===== src/rtl/serial_sync_gate.sv =====
module serial_sync_gate #(
  parameter int BYTE_W = 8
) (
  input  logic              clk,
  input  logic              rst_n,
  input  logic              rx_en,
  input  logic [1:0]        sync_len,
  input  logic [15:0]       sync_pat,
  input  logic              cd_pulse,
  input  logic              cd,
  input  logic              rx_bit_valid,
  input  logic              rx_bit,
  output logic [BYTE_W-1:0] rx_byte,
  output logic              rx_byte_valid,
  input  logic              rx_byte_ready,
  output logic              rx_overrun,
  output logic              rx_synced,
  output logic              sync_lost,
  input  logic              tx_en,
  input  logic              tx_follow_rx,
  input  logic              cts_pulse,
  input  logic              cts,
  input  logic [BYTE_W-1:0] tx_byte,
  input  logic              tx_byte_valid,
  output logic              tx_byte_ready,
  input  logic              tx_tick,
  output logic              tx_bit,
  output logic              tx_bit_valid
);
  localparam int BC_W = $clog2(BYTE_W + 1);

  logic [1:0]        len_q;
  logic [15:0]       pat_q, hist_q;
  logic [4:0]        seen_q;
  logic              synced_q, lost_q, ovalid_q, ovr_q, cts_lat_q;
  logic [BYTE_W-1:0] acc_q, obyte_q, tsh_q;
  logic [BC_W-1:0]   acnt_q, tcnt_q;
  logic              tbit_q, tvalid_q;

  logic [15:0] mask;
  logic [4:0]  need;
  always_comb begin
    case (len_q)
      2'b01:   begin mask = 16'h000F; need = 5'd4;  end
      2'b10:   begin mask = 16'h00FF; need = 5'd8;  end
      2'b11:   begin mask = 16'hFFFF; need = 5'd16; end
      default: begin mask = 16'h0000; need = 5'd16; end
    endcase
  end

  wire        ext_mode   = (len_q == 2'b00);
  wire [15:0] hist_nxt   = {hist_q[14:0], rx_bit};
  wire [4:0]  seen_nxt   = (seen_q == 5'd16) ? seen_q : seen_q + 5'd1;
  wire        pat_hit    = !ext_mode && rx_bit_valid && (seen_nxt >= need) &&
                           (((hist_nxt ^ pat_q) & mask) == 16'h0000);
  wire        ext_hit    = ext_mode && cd;
  wire        level_drop = ext_mode && !cd_pulse && synced_q && !cd;
  wire        byte_done  = (acnt_q == BC_W'(BYTE_W - 1));

  always_ff @(posedge clk or negedge rst_n) begin
    if (!rst_n) begin
      len_q <= 2'b00;
      pat_q <= '0;
    end else if (!rx_en) begin
      len_q <= sync_len;
      pat_q <= sync_pat;
    end
  end

  always_ff @(posedge clk or negedge rst_n) begin
    if (!rst_n) begin
      synced_q <= 1'b0;
      lost_q   <= 1'b0;
      hist_q   <= '0;
      seen_q   <= '0;
      acc_q    <= '0;
      acnt_q   <= '0;
      obyte_q  <= '0;
      ovalid_q <= 1'b0;
      ovr_q    <= 1'b0;
    end else if (!rx_en) begin
      synced_q <= 1'b0;
      lost_q   <= 1'b0;
      hist_q   <= '0;
      seen_q   <= '0;
      acnt_q   <= '0;
      ovalid_q <= 1'b0;
      ovr_q    <= 1'b0;
    end else begin
      lost_q <= 1'b0;
      if (ovalid_q && rx_byte_ready) ovalid_q <= 1'b0;
      if (!synced_q) begin
        if (rx_bit_valid && !ext_mode) begin
          hist_q <= hist_nxt;
          seen_q <= seen_nxt;
        end
        if (pat_hit || ext_hit) synced_q <= 1'b1;
      end else if (level_drop) begin
        synced_q <= 1'b0;
        lost_q   <= 1'b1;
        acnt_q   <= '0;
        hist_q   <= '0;
        seen_q   <= '0;
      end else if (rx_bit_valid) begin
        if (byte_done) begin
          acnt_q <= '0;
          if (!ovalid_q || rx_byte_ready) begin
            obyte_q  <= {acc_q[BYTE_W-2:0], rx_bit};
            ovalid_q <= 1'b1;
          end else begin
            ovr_q <= 1'b1;
          end
        end else begin
          acc_q  <= {acc_q[BYTE_W-2:0], rx_bit};
          acnt_q <= acnt_q + 1'b1;
        end
      end
    end
  end

  assign rx_byte       = obyte_q;
  assign rx_byte_valid = ovalid_q;
  assign rx_overrun    = ovr_q;
  assign rx_synced     = synced_q;
  assign sync_lost     = lost_q;

  wire cts_ok = !ext_mode || cts || (cts_pulse && cts_lat_q);
  wire tx_go  = tx_en && cts_ok && (!tx_follow_rx || synced_q);

  always_ff @(posedge clk or negedge rst_n) begin
    if (!rst_n)      cts_lat_q <= 1'b0;
    else if (!tx_en) cts_lat_q <= 1'b0;
    else if (cts)    cts_lat_q <= 1'b1;
  end

  always_ff @(posedge clk or negedge rst_n) begin
    if (!rst_n) begin
      tsh_q    <= '0;
      tcnt_q   <= '0;
      tbit_q   <= 1'b0;
      tvalid_q <= 1'b0;
    end else begin
      tvalid_q <= 1'b0;
      if (!tx_go) begin
        tcnt_q <= '0;
      end else if (tcnt_q == '0) begin
        if (tx_byte_valid) begin
          tsh_q  <= tx_byte;
          tcnt_q <= BC_W'(BYTE_W);
        end
      end else if (tx_tick) begin
        tbit_q   <= tsh_q[BYTE_W-1];
        tvalid_q <= 1'b1;
        tsh_q    <= tsh_q << 1;
        tcnt_q   <= tcnt_q - 1'b1;
      end
    end
  end

  assign tx_byte_ready = tx_go && (tcnt_q == '0);
  assign tx_bit        = tbit_q;
  assign tx_bit_valid  = tvalid_q;

  a_r6_hold_byte: assert property (@(posedge clk) disable iff (!rst_n)
    (rx_byte_valid && !rx_byte_ready) |=> (!rx_en || (rx_byte_valid && $stable(rx_byte))));

  a_r4_lost_from_sync: assert property (@(posedge clk) disable iff (!rst_n)
    sync_lost |-> ($past(rx_synced) && !rx_synced));

  a_r5_disable_clears: assert property (@(posedge clk) disable iff (!rst_n)
    !rx_en |=> !rx_synced);

  a_r7_overrun_cause: assert property (@(posedge clk) disable iff (!rst_n)
    $rose(rx_overrun) |-> $past(rx_byte_valid && !rx_byte_ready));

  a_r10_bit_needs_release: assert property (@(posedge clk) disable iff (!rst_n)
    tx_bit_valid |-> $past(tx_go));
endmodule


===== config.mk =====
export PLATFORM = sky130hd
export DESIGN_NAME = serial_sync_gate
export DESIGN_NICKNAME = d
export VERILOG_FILES = /design/src/rtl/serial_sync_gate.sv
export SDC_FILE = /design/constraint.sdc
export NUM_CORES = 1
export LEC_CHECK = 0
export ABC_AREA = 1
export BUFFER_PORTS_ARGS = -buffer_cell sky130_fd_sc_hd__buf_2
export CAP_MARGIN = 10
export CORE_MARGIN = 3
export CORE_UTILIZATION = 45
export DETAILED_ROUTE_END_ITERATION = 16
export PLACE_DENSITY = 0.63
export SLEW_MARGIN = 30
export SYNTH_ARGS = -nofsm -noshare
export SYNTH_HDL_FRONTEND = slang
export SYNTH_SLANG_ARGS = --single-unit

===== constraint.sdc =====
create_clock -name clk -period 2.4 [get_ports clk]
set_clock_uncertainty 0.15 [all_clocks]
set_input_delay 0 -clock clk [delete_from_list [all_inputs] [get_ports clk]]
set_output_delay 0 -clock clk [all_outputs]
set_load 0.02 [all_outputs]

==> metrics.cfg <==
[outcome]
status=completed

[timing]
max_slew.worst_pin.slew_ns=0.678
hold_ws_ns=0.0759
finalCriticalPeriod_ns=2.31
timing.setup.tns_ns=0
hold_viol=0
fin_crit_sh_pct=96.3
max_clock_freq_ghz=0.433
setup_viol=0
setup_ws_ns=0.0895
maxSlewViolCount=0
relSlewSlack_pct=54.8

[logic_synthesis]
synth_area_um2=3800
synthCells=459
synth_nets=511
seq_area_frac_synth_pct=50.1
async_flop_share_pct=100
synth-seq-cells=76
synth.avg_cell_area_um2=8.28
yosysWarnings=0
synth_edf_count=0
synth_ff_type=dfrtp_1
synth_cell_type_count=37

[route]
first_pass_iters=4
drt_iter0_drc=132
drc=0
ant_nets=0
drt-total-wl_um=8470
avgRoutedWirePerCell_um=12.4
vias_per_cell=4.77
vias=3251

[global_routing]
antenna_found_initial=0
grt_util_all_layers_pct=18.2
grt_max_degree=77
grt_pass1_wl_um=14200
grt-ovfl-total=0
grt_pass1_vias=3076

[worst_setup_path]
slowest_stage=dlygate4sd3_1
worst_path_largest_cell_delay_ns=0.56
r2r_setup_slack_ns=0.09
critPathKind=reg -> reg
cp_cell_sequence=inv_1 -> ha_2 -> nand2_4 -> nor2_8 -> clkinvlp_4 -> nor2_1 -> nand3_1 -> dlygate4sd3_1 -> nand2_1
arrival_ns=2.46
cp-start-kind=flip-flop
crit_required_ns=2.55
cp_max_fo=9
crit_path_end_kind=flip-flop

[pwr]
pwr_density_cell_nw_per_um2=683
p_leak_uw=0.00258
vdd_drop_max_mv=0.448
total_power_uw=3380

[layout]
nets=627
nFillCells=685
multi_input_area_um2=1610
regArea_um2=1900
final_area_um2=4950
drive_gt1_share_pct=18.7
areaGrowthSynthToFinish_pct=30.3
diodes=0

[clock_network]
clk_latency_ns=0.36
cts_root_buffer=clkbuf_8
cts.sinks=76
numCtsBuffers=9
cts_max_path_buffers=2
path_clk_slew_ns=0.09
h-tree-depth=3
cts_tree=done

[die]
rows=32
die-area_um2=9580
die_x_um=97.9
die_y_um=97.9
io_pins=55
start_util_pct=47.7
core_area_um2=7970

[job]
drv_cap=0

[placement]
dpl_cell_area_um2=4150
pre_cts_slack_ns=0.394
gp_congestion=0.884
portBuffers=54
dp_hpwl_um=5550

[hold_path]
hp-class=in -> reg

[cell type report]
cell class	count	area share (%)
Sequential cell	76	38.4
Multi-Input combinational cell	316	32.6
Timing Repair Buffer	114	17.2
Inverter	58	4.47
Tap cell	102	2.58
Clock buffer	9	2.50
Clock inverter	6	2.25
[placed cells by master, fill, tap and decap left out, types with 5 or more instances in the layout]
master         Yosys  final
a21oi_1            8      8
nor2_1            31     31
inv_1             52     52
inv_2              5      5
o21ai_0           24     24
a31oi_1            6      6
buf_4              1     10
dlygate4sd3_1      0     50
nand3_1           14     14
clkbuf_8           0      9
nand2_1          174    174
o21ai_1            8      8
dfrtp_1           76     76
buf_2              0     53
ha_1              12     11
[critical path, delay by kind of cell, from the launching register on]
family | cells | cell delay, ns
AND/OR/NAND/NOR | 5 | 0.63
flip-flops | 1 | 0.40
buffers and inverters | 3 | 0.86
adder cells (fa/ha/maj) | 1 | 0.21
[synthesized netlist by cell type (2+ instances only)]
library cell  number  area share, %
a31oi_1            6           0.99
ha_1              12            4.0
buf_6              5            1.5
nand3_1           14            1.8
nand2_2            5           0.82
nor2_8             3            1.6
nand3_4            2           0.92
a21oi_1            8            1.1
a21oi_2            2           0.46
inv_2              5           0.49
o22ai_1            3           0.49
dfrtp_1           76             50
clkbuf_1           3           0.30
o21ai_0           24            3.2
inv_1             52            5.1
o21a_1             2           0.40
nor2_2             2           0.33
o31ai_1            3           0.59
xor2_1             3           0.69
o21ai_1            8            1.1
xnor2_1            2           0.46
nor2_1            31            3.1
nand2_1          174             17
[registers in the layout, summed over array words and instances (netlist names), 2 cells and up]
| register | count |
|---|---|
| acnt_q | 4 |
| rx_byte | 8 |
| tsh_q | 8 |
| pat_q | 16 |
| tcnt_q | 4 |
| acc_q | 7 |
| hist_q | 15 |
| seen_q | 5 |
| len_q | 2 |
[per-layer routing]
layer / global-route usage [%] / wire length, um
met2: 29.4 / 4190
met3: 4.07 / 287
met5: 0 / 0
met4: 5.75 / 143
met1: 24.4 / 3840
[metrics by stage]
step	std cells	utilization, %
floorplan	459	-
global route	681	62.1
CTS	674	61.3
finish	681	62.1
detailed placement	609	52.0
global placement	609	52.0
[cell families (layout without fill, tap and decap cells)]
group | count (synthesis) | after routing | share of synthesized area (%)
AOI/OAI and AO/OA | 62 | 62 | 9.98
adders and majority gates | 12 | 12 | 3.95
xor gates and xnor gates | 5 | 5 | 1.15
buffers and inverters | 67 | 187 | 7.71
DFF | 76 | 76 | 50.1
and+or+nand+nor | 237 | 237 | 27.1
[power by group]
part | leakage, uW | total [uW] | internal, uW | switching (uW)
logic | 0.00148 | 666 | 293 | 373
registers | 0.000985 | 1550 | 1450 | 108
clock network | 0.000116 | 1160 | 687 | 475
total | 0.00258 | 3380 | 2430 | 957
[timing repair]
action / in CTS / in global routing
setup endpoints to repair: 0 / 2
hold buffers: 50 / 0
hold endpoints to repair: 129 / 0
gates resized for setup: 0 / 3
setup buffers: 0 / 7
[path summary, 6_finish.rpt]
path	from	to	cells after the start
setup / recovery	tcnt_q[0]$_DFFE_PN0P_	tsh_q[0]$_DFFE_PN0P_	9
hold / removal	cts_pulse	tsh_q[0]$_DFFE_PN0P_	6
setup reg to reg	tcnt_q[0]$_DFFE_PN0P_	tsh_q[0]$_DFFE_PN0P_	9
hold reg to reg	tcnt_q[0]$_DFFE_PN0P_	tcnt_q[0]$_DFFE_PN0P_	1
max in group asynchronous	rst_n	pat_q[11]$_DFFE_PN0N_	2
min in group asynchronous	rst_n	hist_q[2]$_DFFE_PN0P_	2
(Power assumes the default switching activity.)
